$ cat config.mk
export PLATFORM = sky130hd
export DESIGN_NAME = phy_cr_master
export DESIGN_NICKNAME = d
export VERILOG_FILES = /design/src/rtl/cr_pkg.sv /design/src/rtl/cr_wait_timer.sv /design/src/rtl/cr_strobe_bank.sv /design/src/rtl/phy_cr_master.sv
export SDC_FILE = /design/constraint.sdc
export NUM_CORES = 1
export LEC_CHECK = 0
export BUFFER_PORTS_ARGS = -buffer_cell sky130_fd_sc_hd__clkbuf_2
export CORE_ASPECT_RATIO = 0.7
export CORE_MARGIN = 5
export CORE_UTILIZATION = 45
export CTS_CLUSTER_DIAMETER = 30
export DETAILED_ROUTE_END_ITERATION = 16
export HOLD_SLACK_MARGIN = 0.03
export PLACE_DENSITY = 0.73
export SYNTH_ARGS = -nofsm -noshare
export SYNTH_HDL_FRONTEND = slang
export SYNTH_SLANG_ARGS = --single-unit
$ cat constraint.sdc
create_clock -name clk_i -period 2.01 [get_ports clk_i]
set_input_delay 0.3015 -clock clk_i [delete_from_list [all_inputs] [get_ports clk_i]]
set_output_delay 0.3015 -clock clk_i [all_outputs]
set_load 0.02 [all_outputs]
$ cat src/rtl/cr_pkg.sv
package cr_pkg;
  typedef enum logic [1:0] {
    OP_ADDR  = 2'd0,
    OP_WRITE = 2'd1,
    OP_READ  = 2'd2,
    OP_RSVD  = 2'd3
  } cr_op_e;

  typedef enum logic [1:0] {
    ST_IDLE = 2'd0,
    ST_RISE = 2'd1,
    ST_FALL = 2'd2,
    ST_DONE = 2'd3
  } cr_state_e;

  localparam int unsigned NSTRB = 4;
  localparam logic [1:0] SB_CAPA = 2'd0;
  localparam logic [1:0] SB_CAPD = 2'd1;
  localparam logic [1:0] SB_WR   = 2'd2;
  localparam logic [1:0] SB_RD   = 2'd3;
  localparam int unsigned RST_BIT = 0;

  function automatic logic [NSTRB-1:0] strb_oh(input logic [1:0] idx);
    strb_oh = NSTRB'(1) << idx;
  endfunction
endpackage

$ cat src/rtl/cr_wait_timer.sv
module cr_wait_timer #(
  parameter int unsigned LIMIT = 100
) (
  input  logic clk_i,
  input  logic rst_ni,
  input  logic clr_i,
  input  logic run_i,
  output logic expired_o
);
  localparam int unsigned CW = $clog2(LIMIT + 1);
  localparam logic [CW-1:0] LAST = CW'(LIMIT - 1);

  logic [CW-1:0] cnt_q;

  always_ff @(posedge clk_i or negedge rst_ni) begin
    if (!rst_ni)                  cnt_q <= '0;
    else if (clr_i)               cnt_q <= '0;
    else if (run_i && cnt_q != LAST) cnt_q <= cnt_q + 1'b1;
  end

  assign expired_o = run_i && (cnt_q == LAST);
endmodule

$ cat src/rtl/cr_strobe_bank.sv
module cr_strobe_bank #(
  parameter int unsigned N = 4
) (
  input  logic         clk_i,
  input  logic         rst_ni,
  input  logic         load_i,
  input  logic [N-1:0] val_i,
  output logic [N-1:0] q_o
);
  for (genvar i = 0; i < N; i++) begin : g_bit
    always_ff @(posedge clk_i or negedge rst_ni) begin
      if (!rst_ni)     q_o[i] <= 1'b0;
      else if (load_i) q_o[i] <= val_i[i];
    end
  end
endmodule

$ cat src/rtl/phy_cr_master.sv
module phy_cr_master
  import cr_pkg::*;
#(
  parameter int unsigned LIMIT = 100,
  parameter int unsigned DW    = 16
) (
  input  logic          clk_i,
  input  logic          rst_ni,
  input  logic          cmd_valid_i,
  output logic          cmd_ready_o,
  input  logic [1:0]    cmd_op_i,
  input  logic [DW-1:0] cmd_data_i,
  output logic          done_o,
  output logic          err_o,
  output logic [DW-1:0] rdata_o,
  output logic [DW-1:0] cr_din_o,
  output logic          cr_cap_addr_o,
  output logic          cr_cap_data_o,
  output logic          cr_write_o,
  output logic          cr_read_o,
  input  logic          cr_ack_i,
  input  logic [DW-1:0] cr_dout_i
);
  cr_state_e         state_q, state_d;
  logic [1:0]        step_q, step_d;
  logic              err_q, err_d;
  logic [DW-1:0]     din_q, rdata_q;
  logic              accept, din_ld, cap_rd;
  logic              strb_ld;
  logic [NSTRB-1:0]  strb_nx, strb_q;
  logic              tmr_clr, tmr_run, tmr_exp;

  cr_wait_timer #(.LIMIT(LIMIT)) u_tmr (
    .clk_i     (clk_i),
    .rst_ni    (rst_ni),
    .clr_i     (tmr_clr),
    .run_i     (tmr_run),
    .expired_o (tmr_exp)
  );

  cr_strobe_bank #(.N(NSTRB)) u_strb (
    .clk_i  (clk_i),
    .rst_ni (rst_ni),
    .load_i (strb_ld),
    .val_i  (strb_nx),
    .q_o    (strb_q)
  );

  always_comb begin
    state_d = state_q;
    step_d  = step_q;
    err_d   = err_q;
    accept  = 1'b0;
    din_ld  = 1'b0;
    cap_rd  = 1'b0;
    strb_ld = 1'b0;
    strb_nx = '0;
    tmr_clr = 1'b0;
    tmr_run = 1'b0;
    unique case (state_q)
      ST_IDLE: begin
        if (cmd_valid_i) begin
          accept  = 1'b1;
          err_d   = 1'b0;
          tmr_clr = 1'b1;
          unique case (cr_op_e'(cmd_op_i))
            OP_ADDR:  begin step_d = SB_CAPA; din_ld = 1'b1; end
            OP_WRITE: begin step_d = SB_CAPD; din_ld = 1'b1; end
            OP_READ:  step_d = SB_RD;
            default:  err_d = 1'b1;
          endcase
          if (cr_op_e'(cmd_op_i) == OP_RSVD) begin
            state_d = ST_DONE;
          end else begin
            strb_ld = 1'b1;
            strb_nx = strb_oh(step_d);
            state_d = ST_RISE;
          end
        end
      end
      ST_RISE: begin
        tmr_run = 1'b1;
        if (cr_ack_i) begin
          cap_rd  = (step_q == SB_RD);
          strb_ld = 1'b1;
          tmr_clr = 1'b1;
          state_d = ST_FALL;
        end else if (tmr_exp) begin
          strb_ld = 1'b1;
          err_d   = 1'b1;
          state_d = ST_DONE;
        end
      end
      ST_FALL: begin
        tmr_run = 1'b1;
        if (!cr_ack_i) begin
          tmr_clr = 1'b1;
          if (step_q == SB_CAPD) begin
            // commit strobe; PHY reset bit means no answer will come
            step_d  = SB_WR;
            strb_ld = 1'b1;
            strb_nx = strb_oh(SB_WR);
            state_d = din_q[RST_BIT] ? ST_DONE : ST_RISE;
          end else begin
            state_d = ST_DONE;
          end
        end else if (tmr_exp) begin
          err_d   = 1'b1;
          state_d = ST_DONE;
        end
      end
      default: begin
        strb_ld = 1'b1;
        state_d = ST_IDLE;
      end
    endcase
  end

  always_ff @(posedge clk_i or negedge rst_ni) begin
    if (!rst_ni) begin
      state_q <= ST_IDLE;
      step_q  <= SB_CAPA;
      err_q   <= 1'b0;
      din_q   <= '0;
      rdata_q <= '0;
    end else begin
      state_q <= state_d;
      step_q  <= step_d;
      err_q   <= err_d;
      if (accept && din_ld) din_q   <= cmd_data_i;
      if (cap_rd)           rdata_q <= cr_dout_i;
    end
  end

  assign cmd_ready_o   = (state_q == ST_IDLE);
  assign done_o        = (state_q == ST_DONE);
  assign err_o         = done_o && err_q;
  assign rdata_o       = rdata_q;
  assign cr_din_o      = din_q;
  assign cr_cap_addr_o = strb_q[SB_CAPA];
  assign cr_cap_data_o = strb_q[SB_CAPD];
  assign cr_write_o    = strb_q[SB_WR];
  assign cr_read_o     = strb_q[SB_RD];
endmodule

==> flow_metrics.tcl, run 1 <==
set metrics [dict create \
    status "completed" \
    synth_cell_types 39 \
    place_area_mm2 0.00275 \
    place_congestion 0.884 \
    clk-insertion-delay-late_ps 300 \
    cts.htree.levels 2 \
    placementRows 21 \
    io_pins 77 \
    peakVddDrop_mv 0.627 \
    cts_tree "built" \
    vias 1607 \
    first_pass_iters 4 \
    syn_inst 173 \
    drive_above_1_share_pct 51.8 \
    finalHoldViolCount 0 \
    max_slew_margin_pct 40.9 \
    first_global_vias 1631 \
    cellPowerDensity_mw_per_mm2 1540 \
    grt_overflow_total 0 \
    wl_mm 4.81 \
    drtIter0Drc 65 \
    synth.area.top_cells "dfrtp_1 53%, mux2_2 16%, ha_1 5.5%" \
    place_ws_ps 42.8 \
    netlist_area_mm2 0.00229 \
    tightest_slew_ps 884 \
    drv_slew 0 \
    synth_nets 221 \
    p_leak_uw 0.00144 \
    ys_ff_latch 48 \
    cap_violations 0 \
    core-area_mm2 0.00486 \
    critPathCaptureType "register" \
    port-buffer-count 76 \
    netlist.area_leader.share_pct 52.5 \
    hold_buffers 0 \
    max_freq_mhz 525 \
    period_needed_ps 1910 \
    grt_usage_pct 15.2 \
    worst_clock_skew_ps 7.73 \
    ys.warnings.count 0 \
    synth_largest_area_cell "dfrtp_1" \
    place_hpwl_mm 3.72 \
    fp.dieW_um 95.2 \
    critical_path_arrival_ps 2100 \
    synth_area_per_cell_um2 13.2 \
    path_class "register to register" \
    crit_path_start_kind "register" \
    cp_max_fo 16 \
    diodes 0 \
    antenna_found_initial 0 \
    dieHeight_um 69.7 \
    finalNetCount 304 \
    grt_pass1_wl_mm 8.01 \
    clk_path_buf_depth 2 \
    finalCritPeriodShare_pct 94.8 \
    ys_seq_area_share_pct 52.5 \
    setup_viol 0 \
    ant_nets 0 \
    setup_tns_ps 0 \
    drc 0 \
    hold_class "input pin to async pin" \
    required_ps 2200 \
    fin_cells 326 \
    start_util_pct 47.1 \
    grt_max_degree 49 \
    cts-root-buf "clkbuf_8" \
    die_area_mm2 0.00663 \
    wire_per_inst_um 14.7 \
    drt-vias-per-instance 4.93 \
    postLayoutCellArea_mm2 0.00288 \
    clk_pin_slew_worst_paths_ps 90 \
    cts_sinks 48 \
    area_growth_pct 25.8 \
    cts_buffers 5 \
    dp_cells 318 \
    fin_ws_ps 105 \
    rsz0062_at_grt "yes" \
]
routing by layer:
metal,track usage (%),vias up,routed length [um]
met4,4.80,0,51
met1,20.4,794,2120
met2,24.4,36,2440
li1,-,772,-
met5,0,-,0
met3,3.25,5,196
flip-flops by register name (all words and copies together) (netlist names):
name         flops
cr_din_o        16
err_q            1
rdata_o         16
state_q          2
step_q           2
u_strb.q_o       4
u_tmr.cnt_q      7
synthesized netlist by cell type, drive strengths merged:
library cell and count:
o221ai 1, buf 3, nor3 2, or3b 1, mux2 36, nand2b 2
o21ai 6, a221oi 1, and2 3, and2b 1, inv 7, xnor2 2
xor2 3, nand4bb 1, nand2 7, o32a 1, nor4b 1, o32ai 1
o21a 1, dfrtp 48, ha 10, or2b 1, nor3b 3, nand4 2
a21oi 6, nor2 12, o211ai 1, nor2b 2, nand3 1, mux2i 3
a211o 1, and3 3
what timing repair did:
action / CTS / global route
buffers inserted: 0 / 0
endpoints found under the setup margin: 0 / 17
resized for setup: 0 / 2
layout by cell type (no fill, tap or decap), types with 5 or more instances in the layout:
cell | netlist | final
nand2_1 | 7 | 7
inv_1 | 7 | 7
mux2_2 | 33 | 33
ha_1 | 10 | 10
clkbuf_2 | 0 | 76
clkbuf_8 | 0 | 5
a21oi_1 | 6 | 6
dfrtp_1 | 48 | 48
nor2_1 | 12 | 12
o21ai_0 | 5 | 5
critical path, cell delays in order (launching register included):
cell      delay (ps)
dfrtp_1          430
inv_1            120
ha_1             370
o211ai_2         460
mux2_2           420
cell families (layout without fill, tap and decap cells):
logic type / Yosys count / count (layout) / share of synthesized area (%)
AOI/OAI and AO/OA: 19 / 19 / 6.13
xor gates and xnor gates: 5 / 5 / 1.92
adders and majority gates: 10 / 10 / 5.47
buffers and inverters: 10 / 94 / 2.35
DFF: 48 / 48 / 52.5
muxes: 39 / 39 / 19.5
and+or+nand+nor: 42 / 42 / 12.1
final timing paths:
kind | startpoint | endpoint | slack, ps | depth (start not counted)
min in group clk_i | cr_dout_i[2] | rdata_o[2]$_DFFE_PN0P_ | 220 | 2
hold / removal | rst_ni | err_q$_DFFE_PN0P_ | 80 | 2
setup reg to reg | state_q[0]$_DFFE_PN0N_ | cr_din_o[6]$_DFFE_PN0P_ | 100 | 4
setup / recovery | state_q[0]$_DFFE_PN0N_ | cr_din_o[6]$_DFFE_PN0P_ | 100 | 4
hold reg to reg | rdata_o[10]$_DFFE_PN0P_ | rdata_o[10]$_DFFE_PN0P_ | 510 | 1
max in group asynchronous | rst_ni | u_strb.q_o[1]$_DFFE_PN0P_ | 1520 | 2
stage by stage:
| step | total power, uW | hold slack (ps) | utilization [%] |
|---|---|---|---|
| floorplan | 3070 | 5.91 | - |
| global placement | 3690 | 438 | 56.6 |
| detailed placement | 3740 | 437 | 56.6 |
| CTS | 4460 | 98.8 | 58.9 |
| global route | 4750 | 137 | 59.2 |
| finish | 4420 | 78.2 | 59.2 |
layout make-up:
class | instances | area, um2
fill | 410 | 1980
sequential | 48 | 1200
multi-input combinational | 115 | 1040
timing repair buffer | 79 | 403
tap | 69 | 86.3
clock buffer | 5 | 68.8
clock inverter | 3 | 46.3
inverter | 7 | 26.3
power breakdown:
part           internal, uW  switching (uW)  total (uW)  leakage [uW]
clock                   375             329         704     0.0000548
combinational           889            1170        2060      0.000788
sequential             1390             267        1660      0.000599
total                  2650            1770        4420       0.00144
Note: power is estimated with default switching activity, not from simulation.
==> run 2, diff against run 1 <==
Settings changed: BUFFER_PORTS_ARGS -buffer_cell sky130_fd_sc_hd__clkbuf_2 to unset, DONT_BUFFER_PORTS set to 1, PLACE_DENSITY 0.73 to 0.6.
==> run 2 against run 1 <==
Net effect:
- clock skew increased by 0.93 ps
- final area decreased by 10%
- fmax about the same
- worst hold slack improved by 50 ps
- sequential power increased by 30%
- non-clock buffer count decreased by 73
- clock power increased by 21%
- utilization decreased by 6.2 points
- sequential cell count unchanged
- global-route usage decreased by 1.0 points
- largest cell class unchanged
==> flow_metrics.tcl, run 2 (synthesis gave the netlist of run 1 again) <==
set metrics [dict create \
    crit_path_start_kind "register" \
    clk_path_buf_depth 2 \
    required_ps 2210 \
    period_needed_ps 1910 \
    rrSetupSlack_ps 100 \
    status "completed" \
    setup_tns_ps 0 \
    io_pins 77 \
    drtIter0Drc 36 \
    die_area_mm2 0.00663 \
    cap_violations 0 \
    finalCritPeriodShare_pct 94.8 \
    cts-root-buf "clkbuf_8" \
    max_slew_margin_pct 62.9 \
    post-cts-setup-buffer-count 0 \
    fp.dieW_um 95.2 \
    seqCellArea_mm2 0.00120 \
    final_common_cell "dfrtp_1" \
    hold_class "input pin to register" \
    drc 0 \
    place_area_mm2 0.00238 \
    grt_max_degree 49 \
    finalHoldViolCount 0 \
    r2r-start "state_q[0]$_DFFE_PN0N_" \
    cp_max_fo 6 \
    first_pass_iters 4 \
    critical_path_arrival_ps 2110 \
    area_growth_pct 12.6 \
    fill_cells 393 \
    setup_viol 0 \
    grt_overflow_total 0 \
    cts_tree "built" \
    cts_sinks 48 \
    place_hpwl_mm 3.52 \
    cellPowerDensity_mw_per_mm2 1650 \
    mostFrequentLayoutCells "48 x dfrtp_1, 33 x mux2_2, 12 x nor2_1, 9 x ha_1" \
    vias 1375 \
    path_class "register to register" \
    placementRows 21 \
    grt_usage_pct 14.2 \
    wire_per_inst_um 18.2 \
    postLayoutCellArea_mm2 0.00257 \
    multi_input_area_mm2 0.00106 \
    p_leak_uw 0.00116 \
    finalNetCount 231 \
    cts.htree.levels 2 \
    r2r_cells 6 \
    antenna_found_initial 0 \
    diodes 0 \
    first_global_vias 1450 \
    clk-insertion-delay-late_ps 310 \
    dieHeight_um 69.7 \
    drt-vias-per-instance 5.43 \
    max_freq_mhz 525 \
    place_congestion 0.811 \
    tightest_slew_ps 553 \
    peakVddDrop_mv 0.691 \
    critPathLaunch "state_q[0]$_DFFE_PN0N_" \
    core-area_mm2 0.00486 \
    r2r_end "u_strb.q_o[1]$_DFFE_PN0P_" \
    start_util_pct 47.1 \
    rsz0062_at_grt "no" \
    worst_clock_skew_ps 8.65 \
    port-buffer-count 0 \
    cts_buffers 5 \
    grt_pass1_wl_mm 7.31 \
    clk_pin_slew_worst_paths_ps 100 \
    critPathCaptureType "register" \
    wl_mm 4.62 \
    power.total_uw 4250 \
    cp-endpoint "u_strb.q_o[1]$_DFFE_PN0P_" \
    drive_above_1_share_pct 32.1 \
    drv_slew 0 \
    ant_nets 0 \
]
## run 2: cell types whose count changed in the layout (fill, tap and decap cells not counted), sizes merged
cell / previous run / this run
clkbuf: 81 / 5
buf: 3 / 5
bufinv: 1 / 2
clkinvlp: 1 / 0
dlygate4sd3: 0 / 1
## run 2: where the power goes
| group | total (uW) | internal [uW] | switching (uW) | leakage (uW) |
|---|---|---|---|---|
| registers | 2160 | 1390 | 773 | 0.000599 |
| logic | 1240 | 649 | 589 | 0.000492 |
| clock network | 852 | 501 | 351 | 0.0000687 |
| total | 4250 | 2540 | 1710 | 0.00116 |
## run 2: per-layer routing
metal / up-vias / track usage, % / wire [um]
li1: 630 / - / -
met4: 0 / 5.76 / 64
met1: 684 / 17.5 / 1920
met2: 54 / 22.0 / 2160
met3: 7 / 5.53 / 473
met5: - / 0 / 0
## run 2: worst min path at each step
stage	startpoint	to	slack, ps	cells after the start
global placement	rst_ni	rdata_o[8]$_DFFE_PN0P_	7	0
floorplan	rst_ni	cr_din_o[0]$_DFFE_PN0P_	6	0
finish	cmd_data_i[8]	cr_din_o[8]$_DFFE_PN0P_	130	1
CTS	cmd_data_i[8]	cr_din_o[8]$_DFFE_PN0P_	120	1
detailed placement	rst_ni	rdata_o[10]$_DFFE_PN0P_	7	0
global route	cmd_data_i[6]	cr_din_o[6]$_DFFE_PN0P_	120	1
## run 2: area by class of cell
cell class	instances	share of cell area [%]
flip-flops and latches	48	46.6
inverters	7	1.02
repair buffers	6	2.62
clock buffers	5	2.67
multi-input cells	115	41.0
well taps	69	3.35
clock inverters	3	2.67
## run 2: metrics by stage
stage	worst slack (ps)	hold WS (ps)	instances	util, %
finish	105	129	253	53.0
global placement	135	7.21	243	48.9
global route	7.53	121	253	53.0
floorplan	175	5.91	173	-
CTS	42.7	124	253	52.5
detailed placement	66.2	7.30	243	48.9
## run 2: what timing repair did
| action | in CTS | in global routing |
|---|---|---|
| setup endpoints to repair | 0 | 12 |
| endpoints found under the hold margin | 48 | 0 |
| hold buffers | 2 | 0 |
| resized for setup | 0 | 4 |
## run 2: worst max-delay path, stage by stage (launching register included)
cell,delay (ps)
dfrtp_1,410
inv_1,100
ha_1,390
inv_1,100
nor3_4,280
a211o_4,220
mux2_4,300
==> run 3, diff against run 2 <==
Settings changed: CAP_MARGIN set to 5, RECOVER_POWER set to 100, SLEW_MARGIN set to 20.
==> run 3 against run 2 <==
Net effect:
- die area did not move
- count of clock-buffer cells in the layout stayed put
- final cell count stayed put
- critical path depth did not move
- global-route usage stayed put
- critical path type unchanged
- setup slack got worse by 5.0 ps
- final area shrank 1.7%
- critical endpoint unchanged
- sequential cell count unchanged
==> flow_metrics.tcl, run 3 (synthesis gave the netlist of run 1 again) <==
set metrics [dict create \
    cap_violations 0 \
    r2r_end "u_strb.q_o[1]$_DFFE_PN0P_" \
    cts_tree "built" \
    critPathLaunch "state_q[0]$_DFFE_PN0N_" \
    status "completed" \
    cts_buffers 5 \
    drt-vias-per-instance 5.48 \
    setup_tns_ps 0 \
    wl_mm 4.63 \
    required_ps 2210 \
    first_pass_iters 4 \
    diodes 0 \
    cp_max_fo 6 \
    dp_cells 243 \
    hold_class "input pin to register" \
    cts_sinks 48 \
    fin_ws_ps 99.8 \
    drv_slew 0 \
    path_class "register to register" \
    p_leak_uw 0.00114 \
    core-area_mm2 0.00486 \
    grt_pass1_wl_mm 7.31 \
    grt_overflow_total 0 \
    period_needed_ps 1910 \
    p_switching_uw 1710 \
    seqCellArea_mm2 0.00120 \
    max_freq_mhz 524 \
    r2r_cells 6 \
    place_ws_ps 66.2 \
    tightest_slew_ps 1170 \
    dieHeight_um 69.7 \
    p_clk_share_pct 20.3 \
    finalNetCount 231 \
    wire_per_inst_um 18.3 \
    setup_viol 0 \
    cellPowerDensity_mw_per_mm2 1660 \
    antenna_found_initial 0 \
    drive_above_1_share_pct 29.9 \
    vias 1386 \
    max_slew_margin_pct 22.2 \
    drc 0 \
    place_congestion 0.811 \
    clk_pin_slew_worst_paths_ps 100 \
    place_hpwl_mm 3.52 \
    netSwitchingFraction_pct 40.6 \
    postLayoutCellArea_mm2 0.00253 \
    worst_clock_skew_ps 8.64 \
    port-buffer-count 0 \
    first_global_vias 1450 \
    fin_util_pct 52.0 \
    intPower_uw 2500 \
    critical_path_arrival_ps 2110 \
    grt_max_degree 49 \
    crit_path_start_kind "register" \
    place_area_mm2 0.00238 \
    clk_path_buf_depth 2 \
    rsz0062_at_grt "no" \
    ant_nets 0 \
    rrSetupSlack_ps 100 \
    die_area_mm2 0.00663 \
    multi_input_area_mm2 0.00105 \
    clk-insertion-delay-late_ps 310 \
    fin_cells 253 \
    cts.htree.levels 2 \
    fp.dieW_um 95.2 \
    finalCritPeriodShare_pct 95.0 \
    fill_cells 400 \
    peakVddDrop_mv 0.691 \
    r2r-start "state_q[0]$_DFFE_PN0N_" \
    finalHoldViolCount 0 \
    mostFrequentLayoutCells "48 x dfrtp_1, 33 x mux2_2, 12 x nor2_1, 9 x ha_1" \
    cts-root-buf "clkbuf_8" \
    drtIter0Drc 31 \
    cp-endpoint "u_strb.q_o[1]$_DFFE_PN0P_" \
    area_growth_pct 10.6 \
    io_pins 77 \
    combPwrFrac_pct 28.5 \
    start_util_pct 47.1 \
    final_common_cell "dfrtp_1" \
    grt_usage_pct 14.2 \
    critPathCaptureType "register" \
    placementRows 21 \
    seqPwrFrac_pct 51.2 \
]
## run 3: cell count changes in the layout (fill, tap and decap cells not counted)
| cell | before | now |
|---|---|---|
| clkbuf_2 | 0 | 1 |
| buf_4 | 4 | 0 |
| nand3_2 | 0 | 1 |
| buf_16 | 1 | 0 |
| nand3_4 | 1 | 0 |
| clkbuf_1 | 0 | 4 |
## run 3: through the flow
| stage | total power, uW | hold slack (ps) |
|---|---|---|
| 3_5_place_dp | 3390 | 7.30 |
| 6_report | 4210 | 130 |
| 2_1_floorplan | 3070 | 5.91 |
| 4_1_cts | 4260 | 124 |
| 3_3_place_gp | 3310 | 7.21 |
| 5_1_grt | 4430 | 121 |
## run 3: timing repair
| action | in CTS | in global routing |
|---|---|---|
| endpoints found under the hold margin | 48 | 0 |
| hold buffers | 2 | 0 |
| setup buffers | 0 | 0 |
| resized for setup | 0 | 4 |
| setup endpoints to repair | 0 | 12 |
## run 3: final cells by class
cell class | count | share of cell area (%)
Sequential cell | 48 | 47.5
Multi-Input combinational cell | 115 | 41.4
Tap cell | 69 | 3.41
Clock buffer | 5 | 2.72
Clock inverter | 3 | 2.72
Timing Repair Buffer | 6 | 1.19
Inverter | 7 | 1.04
## run 3: worst max-delay path, stage by stage (launching register included)
cell	delay, ps
dfrtp_1	420
inv_1	100
ha_1	390
inv_1	100
nor3_4	280
a211o_4	220
mux2_4	300
## run 3: per-layer routing
layer	GRT usage (%)	vias to the layer above	share of wire [%]
met5	0	-	0
met4	5.76	0	1.3
met3	5.53	7	11
met2	22.0	73	46
met1	17.5	675	42
li1	-	631	-
## run 3: power by group through the flow
stage,sequential [uW],clock [uW],combinational [uW]
after floorplan,2070,0,999
after global placement,2170,0,1140
after detailed placement,2190,0,1200
after CTS,2170,864,1230
after global routing,2210,897,1330
final,2160,853,1200
## run 3: worst min path at each step
stage	from	endpoint	slack (ps)	depth (start not counted)
final	cmd_data_i[8]	cr_din_o[8]$_DFFE_PN0P_	130	1
after global routing	cmd_data_i[6]	cr_din_o[6]$_DFFE_PN0P_	120	1
after CTS	cmd_data_i[8]	cr_din_o[8]$_DFFE_PN0P_	120	1
after detailed placement	rst_ni	rdata_o[10]$_DFFE_PN0P_	7	0
after global placement	rst_ni	rdata_o[8]$_DFFE_PN0P_	7	0
after floorplan	rst_ni	cr_din_o[0]$_DFFE_PN0P_	6	0
